--- src/rtl/par_prog_seq_pkg.sv ---
package par_prog_seq_pkg;
  typedef enum logic [2:0] {
    K_CMD = 3'd0,
    K_ALO = 3'd1,
    K_AHI = 3'd2,
    K_DAT = 3'd3,
    K_WLO = 3'd4,
    K_WHI = 3'd5,
    K_RLO = 3'd6,
    K_RHI = 3'd7
  } kind_e;

  localparam logic [1:0] MODE_IDLE = 2'b11;
  localparam logic [1:0] MODE_CMD  = 2'b10;
  localparam logic [1:0] MODE_ADDR = 2'b00;
  localparam logic [1:0] MODE_DATA = 2'b01;

  localparam logic [7:0] CMD_PROG_BYTE = 8'h11;
  localparam logic [7:0] CMD_READ_BYTE = 8'h03;
endpackage

--- src/rtl/par_prog_pin_engine.sv ---
module par_prog_pin_engine
  import par_prog_seq_pkg::*;
#(
  parameter int SETUP   = 4,
  parameter int PULSE   = 4,
  parameter int RDY_TMO = 4096
) (
  input  logic        clk,
  input  logic        rst,
  input  logic        req,
  input  kind_e       kind,
  input  logic [7:0]  arg,
  output logic        busy,
  output logic        done,
  output logic        tmo,
  output logic [7:0]  rdata,
  output logic [7:0]  bus_out,
  output logic        bus_drv,
  input  logic [7:0]  bus_in,
  output logic [1:0]  mode_sel,
  output logic        byte_sel,
  output logic        oe_n,
  output logic        wr_n,
  output logic        latch_clk,
  input  logic        rdy
);
  localparam int MAXC = (SETUP > PULSE) ? SETUP : PULSE;
  localparam int CW   = $clog2(MAXC + 1);
  localparam int TW   = $clog2(RDY_TMO + 1);

  typedef enum logic [2:0] {S_IDLE, S_SETUP, S_PULSE, S_WAIT, S_SETTLE} st_e;

  st_e           st;
  kind_e         k;
  logic [CW-1:0] cnt;
  logic [TW-1:0] tcnt;
  logic          rdy_q;

  assign busy = (st != S_IDLE);

  always_ff @(posedge clk) begin
    rdy_q <= rdy;
    done  <= 1'b0;
    tmo   <= 1'b0;
    if (rst) begin
      st        <= S_IDLE;
      k         <= K_CMD;
      cnt       <= '0;
      tcnt      <= '0;
      mode_sel  <= MODE_IDLE;
      byte_sel  <= 1'b0;
      oe_n      <= 1'b1;
      wr_n      <= 1'b1;
      latch_clk <= 1'b0;
      bus_drv   <= 1'b0;
      bus_out   <= 8'h00;
      rdata     <= 8'h00;
    end else begin
      case (st)
        S_IDLE: if (req) begin
          k   <= kind;
          cnt <= CW'(SETUP - 1);
          st  <= S_SETUP;
          case (kind)
            K_CMD: begin mode_sel <= MODE_CMD;  byte_sel <= 1'b0; bus_drv <= 1'b1; bus_out <= arg; end
            K_ALO: begin mode_sel <= MODE_ADDR; byte_sel <= 1'b0; bus_drv <= 1'b1; bus_out <= arg; end
            K_AHI: begin mode_sel <= MODE_ADDR; byte_sel <= 1'b1; bus_drv <= 1'b1; bus_out <= arg; end
            K_DAT: begin mode_sel <= MODE_DATA; bus_drv <= 1'b1; bus_out <= arg; end
            K_WLO: byte_sel <= 1'b0;
            K_WHI: byte_sel <= 1'b1;
            K_RLO: begin byte_sel <= 1'b0; bus_drv <= 1'b0; end
            K_RHI: begin byte_sel <= 1'b1; bus_drv <= 1'b0; end
            default: ;
          endcase
        end
        S_SETUP: begin
          if (cnt != '0) cnt <= cnt - 1'b1;
          else if (!k[2]) begin
            latch_clk <= 1'b1;
            cnt       <= CW'(PULSE - 1);
            st        <= S_PULSE;
          end else if (!k[1]) begin
            wr_n <= 1'b0;
            cnt  <= CW'(PULSE - 1);
            st   <= S_PULSE;
          end else begin
            oe_n <= 1'b0;
            cnt  <= CW'(SETUP - 1);
            st   <= S_SETTLE;
          end
        end
        S_PULSE: begin
          if (cnt != '0) cnt <= cnt - 1'b1;
          else begin
            latch_clk <= 1'b0;
            wr_n      <= 1'b1;
            if (k == K_DAT) mode_sel[0] <= 1'b0;
            if (k[2]) begin
              tcnt <= '0;
              st   <= S_WAIT;
            end else begin
              done <= 1'b1;
              st   <= S_IDLE;
            end
          end
        end
        S_WAIT: begin
          if (rdy_q) begin
            done <= 1'b1;
            st   <= S_IDLE;
          end else if (tcnt == TW'(RDY_TMO - 1)) begin
            done <= 1'b1;
            tmo  <= 1'b1;
            st   <= S_IDLE;
          end else begin
            tcnt <= tcnt + 1'b1;
          end
        end
        S_SETTLE: begin
          if (cnt != '0) cnt <= cnt - 1'b1;
          else begin
            rdata <= bus_in;
            oe_n  <= 1'b1;
            done  <= 1'b1;
            st    <= S_IDLE;
          end
        end
        default: st <= S_IDLE;
      endcase
    end
  end
endmodule

--- src/rtl/par_prog_verify_ctrl.sv ---
module par_prog_verify_ctrl
  import par_prog_seq_pkg::*;
#(
  parameter int GROUP = 4
) (
  input  logic              clk,
  input  logic              rst,
  input  logic              start,
  input  logic [7:0]        base,
  input  logic [8*GROUP-1:0] wdata,
  input  logic              eng_done,
  input  logic              eng_tmo,
  input  logic [7:0]        eng_rdata,
  output logic              req,
  output kind_e             kind,
  output logic [7:0]        arg,
  output logic              busy,
  output logic              done,
  output logic              pass,
  output logic              err,
  output logic [8*GROUP-1:0] rdback
);
  localparam int IW = (GROUP > 1) ? $clog2(GROUP) : 1;

  typedef enum logic [1:0] {C_IDLE, C_ISSUE, C_WAIT} cst_e;

  cst_e             st;
  logic             rd_ph;
  logic [IW-1:0]    idx;
  logic [1:0]       sub;
  logic             miss;
  logic [7:0]       base_q;
  logic [8*GROUP-1:0] data_q;
  logic [7:0]       cur_byte;
  logic             last_sub;
  logic             this_miss;

  assign busy      = (st != C_IDLE);
  assign req       = (st == C_ISSUE);
  assign cur_byte  = data_q[8*idx +: 8];
  assign last_sub  = rd_ph ? (sub == 2'd2) : (sub == 2'd3);
  assign this_miss = (eng_rdata != cur_byte);

  always_comb begin
    kind = K_CMD;
    arg  = 8'h00;
    if (!rd_ph) begin
      case (sub)
        2'd0: begin kind = K_CMD; arg = CMD_PROG_BYTE; end
        2'd1: begin kind = K_ALO; arg = base_q + 8'(idx); end
        2'd2: begin kind = K_DAT; arg = cur_byte; end
        default: kind = K_WLO;
      endcase
    end else begin
      case (sub)
        2'd0: begin kind = K_CMD; arg = CMD_READ_BYTE; end
        2'd1: begin kind = K_ALO; arg = base_q + 8'(idx); end
        default: kind = K_RLO;
      endcase
    end
  end

  always_ff @(posedge clk) begin
    done <= 1'b0;
    if (rst) begin
      st     <= C_IDLE;
      rd_ph  <= 1'b0;
      idx    <= '0;
      sub    <= '0;
      miss   <= 1'b0;
      base_q <= 8'h00;
      data_q <= '0;
      pass   <= 1'b0;
      err    <= 1'b0;
      rdback <= '0;
    end else begin
      case (st)
        C_IDLE: if (start) begin
          base_q <= base;
          data_q <= wdata;
          rd_ph  <= 1'b0;
          idx    <= '0;
          sub    <= '0;
          miss   <= 1'b0;
          st     <= C_ISSUE;
        end
        C_ISSUE: st <= C_WAIT;
        C_WAIT: if (eng_done) begin
          if (eng_tmo) begin
            done <= 1'b1;
            err  <= 1'b1;
            pass <= 1'b0;
            st   <= C_IDLE;
          end else begin
            st <= C_ISSUE;
            if (rd_ph && sub == 2'd2) begin
              rdback[8*idx +: 8] <= eng_rdata;
              miss <= miss | this_miss;
            end
            if (!last_sub) begin
              sub <= sub + 1'b1;
            end else begin
              sub <= '0;
              if (idx != IW'(GROUP - 1)) begin
                idx <= idx + 1'b1;
              end else if (!rd_ph) begin
                rd_ph <= 1'b1;
                idx   <= '0;
              end else begin
                done <= 1'b1;
                err  <= 1'b0;
                pass <= !(miss | this_miss);
                st   <= C_IDLE;
              end
            end
          end
        end
        default: st <= C_IDLE;
      endcase
    end
  end
endmodule

--- src/rtl/par_prog_seq.sv ---
module par_prog_seq
  import par_prog_seq_pkg::*;
#(
  parameter int SETUP   = 4,
  parameter int PULSE   = 4,
  parameter int RDY_TMO = 4096
) (
  input  logic        clk,
  input  logic        rst,
  input  logic        op_valid,
  input  logic [2:0]  op_kind,
  input  logic [7:0]  op_arg,
  input  logic        vfy_start,
  input  logic [7:0]  vfy_base,
  input  logic [31:0] vfy_data,
  output logic        busy,
  output logic        op_done,
  output logic        op_err,
  output logic [7:0]  rd_data,
  output logic        vfy_done,
  output logic        vfy_pass,
  output logic        vfy_err,
  output logic [31:0] vfy_rdback,
  output logic [7:0]  bus_out,
  output logic        bus_drv,
  input  logic [7:0]  bus_in,
  output logic [1:0]  mode_sel,
  output logic        byte_sel,
  output logic        oe_n,
  output logic        wr_n,
  output logic        latch_clk,
  input  logic        rdy
);
  logic       eng_busy, eng_done, eng_tmo, eng_req;
  logic [7:0] eng_rdata, eng_arg, c_arg;
  kind_e      eng_kind, c_kind;
  logic       c_req, c_busy;
  logic       host_go, vfy_go;

  // group start wins a same-cycle collision; nothing is taken while busy
  assign vfy_go  = vfy_start & ~eng_busy & ~c_busy;
  assign host_go = op_valid & ~eng_busy & ~c_busy & ~vfy_start;

  assign eng_req  = host_go | c_req;
  assign eng_kind = c_busy ? c_kind : kind_e'(op_kind);
  assign eng_arg  = c_busy ? c_arg  : op_arg;

  assign busy    = eng_busy | c_busy;
  assign op_done = eng_done & ~c_busy;
  assign op_err  = eng_tmo & ~c_busy;
  assign rd_data = eng_rdata;

  par_prog_pin_engine #(
    .SETUP(SETUP), .PULSE(PULSE), .RDY_TMO(RDY_TMO)
  ) u_eng (
    .clk(clk), .rst(rst), .req(eng_req), .kind(eng_kind), .arg(eng_arg),
    .busy(eng_busy), .done(eng_done), .tmo(eng_tmo), .rdata(eng_rdata),
    .bus_out(bus_out), .bus_drv(bus_drv), .bus_in(bus_in),
    .mode_sel(mode_sel), .byte_sel(byte_sel), .oe_n(oe_n), .wr_n(wr_n),
    .latch_clk(latch_clk), .rdy(rdy)
  );

  par_prog_verify_ctrl #(.GROUP(4)) u_ctrl (
    .clk(clk), .rst(rst), .start(vfy_go), .base(vfy_base), .wdata(vfy_data),
    .eng_done(eng_done), .eng_tmo(eng_tmo), .eng_rdata(eng_rdata),
    .req(c_req), .kind(c_kind), .arg(c_arg), .busy(c_busy),
    .done(vfy_done), .pass(vfy_pass), .err(vfy_err), .rdback(vfy_rdback)
  );
endmodule

--- config.mk ---
export PLATFORM = sky130hd
export DESIGN_NAME = par_prog_seq
export DESIGN_NICKNAME = d
export VERILOG_FILES = /design/src/rtl/par_prog_seq_pkg.sv /design/src/rtl/par_prog_pin_engine.sv /design/src/rtl/par_prog_verify_ctrl.sv /design/src/rtl/par_prog_seq.sv
export SDC_FILE = /design/constraint.sdc
export NUM_CORES = 1
export LEC_CHECK = 0
export BUFFER_PORTS_ARGS = -buffer_cell sky130_fd_sc_hd__buf_4
export CORE_MARGIN = 4
export CORE_UTILIZATION = 50
export CTS_CLUSTER_DIAMETER = 40
export DETAILED_ROUTE_END_ITERATION = 7
export GPL_ROUTABILITY_DRIVEN = 0
export PLACE_DENSITY = 0.76
export SKIP_LAST_GASP = 1
export SLEW_MARGIN = 5
export SYNTH_ARGS = -nofsm -noshare
export SYNTH_HDL_FRONTEND = slang
export SYNTH_HIERARCHICAL = 1
export SYNTH_SLANG_ARGS = --single-unit
--- constraint.sdc ---
create_clock -name clk -period 2.2 [get_ports clk]
set_input_delay 0.11 -clock clk [delete_from_list [all_inputs] [get_ports clk]]
set_output_delay 0.11 -clock clk [all_outputs]
set_load 0.1 [all_outputs]
Word level (Yosys, flattened, before mapping)
Index checks and enable logic that the tools add are counted.
{"block": "op_classes", "muxes": 95, "n_addsub": 6, "bitwise": 18, "n_div": 0, "mul": 0, "shift": 3, "n_eq_ne": 43, "n_lt_le_gt_ge": 0, "n_reduce_logical": 49}
{"op": "2-to-1 mux 13 bit", "count": 4}
{"op": "2-to-1 mux 1 bit", "count": 40}
{"op": "2-to-1 mux 3 bit", "count": 13}
{"op": "AND reduction 5 bit", "count": 7}
{"op": "negation 5 -> 34 bit", "count": 1}
{"op": "variable shift 8 x 34 -> 32 bit (first input constant)", "count": 1}
{"op": "indexed part select 8 x 34 -> 32 bit", "count": 1}
{"op": "bitwise mux 32 bit", "count": 1}
{"op": "indexed part select 32 x 6 -> 8 bit", "count": 1}
{"op": "2-to-1 mux 2 bit", "count": 15}
{"op": "inequality test 2 bit (second input constant)", "count": 13}
{"op": "one-hot mux 13 bit (2 select lines)", "count": 1}
{"op": "one-hot mux 8 bit (3 select lines)", "count": 1}
{"op": "nonzero test 2 bit", "count": 10}
{"op": "one-hot mux 3 bit (3 select lines)", "count": 2}
{"op": "2-to-1 mux 8 bit", "count": 2}
{"op": "inequality test 2 x 1 -> 1 bit (second input constant)", "count": 8}
{"op": "one-hot mux 1 bit (2 select lines)", "count": 8}
{"op": "one-hot mux 8 bit (2 select lines)", "count": 1}
{"op": "equality test 3 x 2 -> 1 bit (second input constant)", "count": 5}
{"op": "equality test 3 bit (second input constant)", "count": 5}
{"op": "one-hot mux 3 bit (5 select lines)", "count": 1}
{"op": "AND reduction 3 bit", "count": 5}
{"op": "adder 13 x 1 -> 13 bit (second input constant)", "count": 1}
{"op": "other kinds (29)", "count": 67}
{"block": "totals", "out_inout_bits": 61, "ramBits": 0, "n_memories": 0, "word_cells": 241, "in_bits": 64, "regBits": 131, "latchBits": 0, "mem_bits_ro": 0}

Logic depth before layout (Yosys ltp)
Gate-level depths: netlist (run 1).
{"block": "depth", "depth_word": 9, "depth_mapped": 11, "mapped_depth_nobuf": 10}

Cells and area by module
Netlist (run 1), hierarchy kept.
{"mod": "par_prog_verify_ctrl", "seq_area_each_um2": 1661.6, "instances": 1, "cells_each": 494, "area_each_um2": 3902.5}
{"mod": "par_prog_pin_engine", "seq_area_each_um2": 960.9, "instances": 1, "cells_each": 268, "area_each_um2": 2214.6}
{"mod": "par_prog_seq", "seq_area_each_um2": 0.0, "instances": 1, "cells_each": 19, "area_each_um2": 176.4}

Least setup slack after synthesis (run 1)
OpenSTA, ideal clock, no wires.
{"block": "synth_timing", "kind": "register to register", "startpoint": "register u_eng.st[0]", "endpoint": "register u_ctrl.miss", "setup_time_ps": 125, "path_slack_ps": -432, "t_arrival_ps": 2507, "required_time_ps": 2075, "period_less_slack_ps": 2632, "stages_incl_launch_ff": 11, "path_buffers": 1, "cell_sequence": "dfxtp_1 buf_4 nor3_1 inv_1 nor2_1 inv_1 nor2_1 nand2b_1 a21oi_1 a21boi_0 o41a_1"}
{"block": "synth_via", "elab_chain_len": 6}
{"element": "start: declaration", "line": "par_prog_pin_engine.sv:33", "source": "st_e st;"}
{"element": "start signal: assignment", "line": "par_prog_pin_engine.sv:46", "source": "st <= S_IDLE;"}
{"element": "start signal: assignment", "line": "par_prog_pin_engine.sv:63", "source": "st <= S_SETUP;"}
{"element": "start signal: assignment", "line": "par_prog_pin_engine.sv:81", "source": "st <= S_PULSE;"}
{"element": "nonzero test 3 bit", "line": "par_prog_pin_engine.sv:39", "source": "assign busy = (st != S_IDLE);"}
{"element": "named net eng_busy", "line": "par_prog_seq.sv:34", "source": "logic eng_busy, eng_done, eng_tmo, eng_req;"}
{"element": "NOT 1 bit", "line": "par_prog_seq.sv:41", "source": "assign vfy_go = vfy_start & ~eng_busy & ~c_busy;"}
{"element": "AND 1 bit (2 in series)", "line": "par_prog_seq.sv:41"}
{"element": "named net vfy_go", "line": "par_prog_seq.sv:38", "source": "logic host_go, vfy_go;"}
{"element": "inequality test 2 x 1 -> 1 bit (no line)"}
{"element": "AND reduction 5 bit (no line)"}
{"element": "end signal: assignment", "line": "par_prog_verify_ctrl.sv:98", "source": "miss <= miss | this_miss;"}
{"element": "end: declaration", "line": "par_prog_verify_ctrl.sv:31", "source": "logic miss;"}
The timed path passes the listed nets, and every way through them passes these cells.
A chain may end at the register's enable or synchronous reset.

Final worst setup path (run 1)
{"block": "layout_timing", "startpoint": "register u_ctrl.idx[0]", "endpoint": "register u_ctrl.miss"}
{"block": "layout_via", "elab_chain_len": 7}
{"element": "start: declaration", "line": "par_prog_verify_ctrl.sv:29", "source": "logic [IW-1:0] idx;"}
{"element": "start signal: assignment", "line": "par_prog_verify_ctrl.sv:105", "source": "idx <= idx + 1'b1;"}
{"element": "indexed part select 32 x 6 -> 8 bit", "line": "par_prog_verify_ctrl.sv:40", "source": "assign cur_byte = data_q[8*idx +: 8];"}
{"element": "inequality test 8 bit", "line": "par_prog_verify_ctrl.sv:42", "source": "assign this_miss = (eng_rdata != cur_byte);"}
{"element": "bitwise OR 1 bit", "line": "par_prog_verify_ctrl.sv:98"}
{"element": "2-to-1 mux 1 bit", "line": "par_prog_verify_ctrl.sv:96", "source": "if (rd_ph && sub == 2'd2) begin"}
{"element": "2-to-1 mux 1 bit", "line": "par_prog_verify_ctrl.sv:89", "source": "if (eng_tmo) begin"}
{"element": "2-to-1 mux 1 bit", "line": "par_prog_verify_ctrl.sv:88", "source": "C_WAIT: if (eng_done) begin"}
{"element": "one-hot mux 1 bit (2 select lines)", "line": "par_prog_verify_ctrl.sv:77", "source": "case (st)"}
Every way passes these cells. The select of a mux whose other input is x is not followed.

==> metrics.txt, run 1 <==
run status=completed; DR iter-0 viols=555; Synth Area per Inst=roughly 8.1 µm²; simple-gate portion of the synthesized area=26.1%; highest clock rate=478 MHz; Reg2Reg Depth=6; HP Class=input pin to register; GRT Util Overall=about a quarter; Die Height=about 120 µm; peak supply drop=between 0.5 and 0.6 mV; WP data arrival=2.40 ns; cell taking the most area after synthesis=dfxtp_1; XOR/XNOR Fraction of Synth Area=under 10%; clk sink count=around 130; Final Hold Fails=0; Pwr Density=~980 mW/mm²; proportion of synthesized area in mux cells=about 6.5%; Final period util=95.1%; largest net degree at the start of global routing=between 70 and 80; top cell type's share of synthesized area=between 40% and 50%; worst flop-to-flop path endpoint=u_ctrl/miss; number of routed nets with antenna violations=0; share of cells above drive strength 1=about a quarter; initial core utilization=about 52%; crit path capture type=register; synthesized instance count=between 700 and 800; Final Worst Setup Slack=roughly 0.11 ns; Syn Nets=860; Top FF cell, synth=dfxtp_1; Crit Path Class=register to register; boundary pin count=between 100 and 150; EDFF count, synth=0; Placement Setup Slack=0.0309 ns; vias in the first global route=~6200; count of final max-slew check failures=0; TritonCTS clock tree=yes; synth top area cells=dfxtp_1 (42%), nand2_1 (10%), a21oi_1 (8.5%), nor2_1 (3.3%), ha_1 (2.8%); RSZ-0062 raised after global routing=true; post-synthesis sequential area ratio=a little over two fifths; Synth async-reset ratio=0%; Hold Slack=0.0934 ns; Cell Area, Synth=roughly 0.0063 mm²; Design Power=~0.0084 W; Final Cell Area=about 0.0086 mm²; core area=roughly 0.012 mm²; initial antenna violation count=0; Clock Path Buffers=2; aggregate routed wire length=about 19 mm; Yosys reg bits=approximately 130; die width=between 100 and 150 µm; Startpoint Class=register; final period demand of the worst path=about 2.1 ns; nets=1027; Vias=approximately 6400; WP data required=between 2 and 3 ns; Max-cap violations=0; clock slew at reported path FFs=~0.06 ns; CTS buffer count=17; Cell variety after synth=70; CTS Root Cell=clkbuf_16; largest family of logic cells by synthesized area=simple AND/OR/NAND/NOR gates; critical path fanouts, max=11; PortBufs=124; global-route wire length before repair=between 30 and 40 mm; flop-to-flop setup slack=approximately 0.11 ns; Worst-Skew Late Latency=roughly 0.42 ns; placed cell area=around 0.0075 mm²; synth warn=6; most frequent cell after synthesis=nand2_1; worst reg2reg startpoint=u_ctrl/idx[0]; First-pass DRT Iterations=5; worst slew pin tran=around 0.80 ns; CP Capture Point=u_ctrl/miss; Via density=approximately 5.6; post-synthesis compound-gate area fraction=between 15 and 20%; skew final=around 0.007 ns; antenna cells=0; Avg WL per Cell=approximately 17 µm; adder-cell share of the synthesized area=roughly 3.1%; Congestion Overflow GR=0; Worst slew margin=between 40% and 50%; commonest cells in the netlist=nand2_1 (167), dfxtp_1 (131), a21oi_1 (107); site row count=40; hpwl dp=12.7 mm; die footprint=0.0144 mm²; final setup violating endpoints=0; CTS H-tree depth=4; DRC Markers=0; Area Overhead vs Synth=36.0%; post-CTS setup repair buffer count=0; Critical path origin=u_ctrl/idx[0]; LEAKAGE=approximately 3.4 nW; Fill cells=around 950
[kinds of logic (layout without fill, tap and decap cells)]
family / after synthesis / count (layout)
simple gates: 346 / 346
compound gates: 168 / 168
flops: 131 / 131
buf+inv: 71 / 251
mux: 34 / 34
xor+xnor: 16 / 16
fa+ha+maj: 15 / 15
[power breakdown]
group / leakage, nW / switching, W / internal, W / total, W
clock network: 0.271 / 0.00111 / 0.00159 / 0.00270
registers: 1.06 / 0.000250 / 0.00268 / 0.00293
logic: 2.11 / 0.00178 / 0.000980 / 0.00276
total: 3.45 / 0.00314 / 0.00525 / 0.00839
[worst min-delay path by stage]
stage                     startpoint               end  cells after the start
final                      op_arg[7]  u_eng/bus_out[7]                      4
after global routing       op_arg[7]  u_eng/bus_out[7]                      4
after CTS                  op_arg[7]  u_eng/bus_out[7]                      4
after detailed placement         rdy       u_eng/rdy_q                      1
after global placement           rdy       u_eng/rdy_q                      1
after floorplan                  rdy       u_eng/rdy_q                      0
[cells in the final DEF, fill, tap and decap left out, types with 3 or more instances in the layout]
| cell type | count |
|---|---|
| nor3b_1 | 4 |
| clkbuf_16 | 17 |
| and2_1 | 3 |
| a31oi_1 | 7 |
| nand4b_1 | 4 |
| xor2_1 | 6 |
| clkinv_4 | 3 |
| nor3_1 | 11 |
| dfxtp_2 | 3 |
| nor2b_1 | 7 |
| a32oi_1 | 5 |
| dfxtp_1 | 128 |
| nand3b_1 | 3 |
| inv_1 | 16 |
| buf_4 | 149 |
| nor2_2 | 3 |
| ha_1 | 13 |
| clkinvlp_4 | 6 |
| dlygate4sd3_1 | 49 |
| a21oi_1 | 105 |
| mux2i_1 | 14 |
| nand4_1 | 27 |
| nand3_1 | 22 |
| nor2_1 | 53 |
| and3_1 | 4 |
| nand2_1 | 167 |
| nand2b_1 | 10 |
| a211oi_1 | 4 |
| xnor2_1 | 10 |
| o21ai_0 | 18 |
| clkinv_2 | 3 |
| or3_1 | 7 |
| mux2_2 | 13 |
[critical path, stage by stage (launching register included)]
cell     delay [ns]
dfxtp_2        0.38
buf_6          0.20
mux2i_2        0.35
xor2_1         0.19
nand4_1        0.14
mux2_4         0.31
o41a_1         0.41
[metrics by stage]
step,setup TNS (ns),util (%),instances
after global placement,0,61.4,1048
after detailed placement,0,61.4,1048
final,0,70.4,1129
after floorplan,-0.427,-,781
after global routing,-0.00211,70.4,1129
after CTS,-0.0192,70.2,1129
[registers in the layout (all words and copies together), names as in the netlist, 2 cells and up]
signal	flops
u_eng/mode_sel	2
u_ctrl/base_q	8
u_eng/tcnt	13
u_ctrl/st	2
u_eng/cnt	3
u_ctrl/idx	2
u_eng/st	3
u_eng/bus_out	8
u_eng/k	3
u_ctrl/sub	2
u_ctrl/rdback	32
u_eng/rdata	8
u_ctrl/data_q	32
[repair_timing]
action | in CTS | in global routing
gates resized for setup | 1 | 10
endpoints found under the hold margin | 49 | 0
setup endpoints to repair | 2 | 40
hold buffers | 49 | 0
pin swaps | 0 | 3
[routing by layer]
layer  track usage [%]  routed length [µm]
met1              32.7                7940
met2              44.2                9240
met3              6.17                1240
met4              9.88                 395
met5                 0                   0
[layout make-up]
| class | instances | area (µm²) | area share (%) |
|---|---|---|---|
| tap | 168 | 210 | 2.46 |
| multi-input combinational | 579 | 3430 | 40.0 |
| clock inverter | 14 | 130 | 1.52 |
| inverter | 18 | 75.1 | 0.877 |
| timing repair buffer | 201 | 1650 | 19.3 |
| clock buffer | 18 | 439 | 5.13 |
| sequential | 131 | 2630 | 30.7 |
Note: power is estimated with default switching activity, not from simulation.
==> run 2: changes to the inputs <==
- BUFFER_PORTS_ARGS: -buffer_cell sky130_fd_sc_hd__buf_4 -> unset
- CORE_UTILIZATION: 50 -> 57
- DONT_BUFFER_PORTS: unset -> 1
- PLACE_DENSITY: 0.76 -> 0.75
==> metrics.txt, run 2 (synthesis results as in run 1) <==
TritonCTS clock tree=yes; Pwr Density=1040 mW/mm² (+6.4%); Placement Setup Slack=-0.0500 ns (-0.0809 ns); global-route wire length before repair=30.9 mm (+1.6%); DR iter-0 viols=729 (+31%); clk sink count=131 (unchanged); crit path capture type=register; clock slew at reported path FFs=0.06 ns (about the same); Via density=6.02 (+6.8%); Inst Count DP=949 (-9.4%); initial antenna violation count=0 (unchanged); antenna cells=0 (unchanged); Final Worst Setup Slack=0.0316 ns (-0.0757 ns); run status=completed; RSZ-0062 raised after global routing=true; HP Class=input pin to register; initial core utilization=58.1% (+6.3 points); Top Registers=u_ctrl/data_q (32), u_ctrl/rdback (32), u_eng/tcnt (13); number of routed nets with antenna violations=0 (unchanged); Clock Path Buffers=2 (unchanged); Non-Filler Instances=1054 (-6.6%); aggregate routed wire length=19.3 mm (+2.9%); LEAKAGE=3.28 nW (-4.9%); Startpoint Class=register; site row count=38 (-5.0%); die width=113 µm (-5.9%); core area=0.0108 mm² (-11%); Max-cap violations=0 (unchanged); CTS H-tree depth=4 (unchanged); setup tns final=0 ns (unchanged); CTS buffer count=17 (unchanged); placed cell area=0.00690 mm² (-7.6%); most common cell after layout, fill and taps aside=nand2_1; Vias=6345 (-0.31%); critical path fanouts, max=3 (-8); highest clock rate=461 MHz (-3.5%); First-pass DRT Iterations=5 (unchanged); DRC Markers=0 (unchanged); GRT Util Overall=30.3% (+4.0 points); Die Height=113 µm (-5.9%); die footprint=0.0128 mm² (-11%); WP data arrival=2.66 ns (+0.26 ns); Congestion Overflow GR=0 (unchanged); largest net degree at the start of global routing=121 (+55%); final setup violating endpoints=0 (unchanged); skew final=0.00866 ns (+0.00169 ns); Final period util=98.6% (+3.4 points); Final Util=77.0% (+6.6 points); PortBufs=0 (-100%); count of final max-slew check failures=0 (unchanged); nets=981 (-4.5%); share of cells above drive strength 1=18.6% (-5.8 points); worst slew pin tran=0.547 ns (-0.257 ns); peak supply drop=0.913 mV (+56%); CTS Root Cell=clkbuf_8; Avg WL per Cell=18.4 µm (+10%); hpwl dp=11.8 mm (-7.5%); boundary pin count=125 (unchanged); Crit Path Class=register to register; Fill cells=727 (-23%); commonest non-fill, non-tap cells in the layout=nand2_1 (167), dfxtp_1 (126), a21oi_1 (105); vias in the first global route=6185 (+0.23%); flop-to-flop setup slack=0.03 ns (-0.08 ns); final period demand of the worst path=2.17 ns (+0.0757 ns); WP data required=2.69 ns (+0.19 ns); Worst-Skew Late Latency=0.55 ns (+0.13 ns); Final Cell Area=0.00835 mm² (-2.5%); Final Hold Fails=0 (unchanged); Area Overhead vs Synth=32.7%; Worst slew margin=63.6% (+17 points)
run 2: cell count changes in the layout (fill, tap and decap cells not counted), moves of 2 or more:
cell / previous run / this run
dfxtp_1: 128 / 126
nor2_4: 0 / 2
dlygate4sd3_1: 49 / 72
clkinv_4: 3 / 1
buf_4: 149 / 80
bufinv_16: 1 / 3
clkbuf_8: 1 / 4
clkinvlp_4: 6 / 4
mux2i_1: 14 / 16
mux2i_2: 2 / 0
run 2: area by class of cell:
cell class / count / area, µm² / share of cell area [%]
timing repair buffer: 155 / 1380 / 16.5
tap: 140 / 175 / 2.10
sequential: 131 / 2630 / 31.5
clock inverter: 11 / 150 / 1.80
clock buffer: 20 / 455 / 5.45
inverter: 18 / 75.1 / 0.899
multi-input combinational: 579 / 3480 / 41.7
run 2: stage by stage:
stage | hold WS (ns) | power, W
after global placement | 0.138 | 0.00535
final | 0.0794 | 0.00870
after detailed placement | 0.138 | 0.00545
after global routing | 0.0689 | 0.00904
after CTS | 0.0574 | 0.00852
after floorplan | 0.138 | 0.00495
run 2: layer usage:
| metal | part of all wire, % | GRT usage, % | wire (µm) |
|---|---|---|---|
| met2 | 49 | 50.0 | 9390 |
| met1 | 40 | 37.1 | 7780 |
| met4 | 3.1 | 14.5 | 600 |
| met3 | 8.1 | 7.33 | 1570 |
| met5 | 0 | 0 | 0 |
run 2: power breakdown:
group / switching [W] / leakage [nW] / internal (W)
registers: 0.000259 / 1.07 / 0.00268
clock network: 0.00109 / 0.294 / 0.00182
logic: 0.00186 / 1.92 / 0.00101
run 2: worst paths after layout:
path | from | depth (start not counted) | to
setup reg to reg | u_eng/cnt[0] | 7 | u_eng/tcnt[12]
hold reg to reg | u_ctrl/rdback[16] | 2 | u_ctrl/rdback[16]
hold / removal | op_kind[0] | 3 | u_eng/byte_sel
setup / recovery | u_eng/cnt[0] | 7 | u_eng/tcnt[12]
run 2: worst max-delay path, stage by stage, from the launching register on:
cell and delay (ns):
dfxtp_1 0.36, inv_1 0.08, ha_1 0.24, nor4bb_1 0.16, o21ai_0 0.43, nor2_1 0.10, nor3b_1 0.18, dlygate4sd3_1 0.56
run 2: repair_timing:
action	4_1_cts	5_1_grt
setup endpoints to repair	11	39
hold endpoints to repair	131	0
hold buffers	73	0
buffers inserted	0	1
resized for setup	2	21
pin swaps	0	3
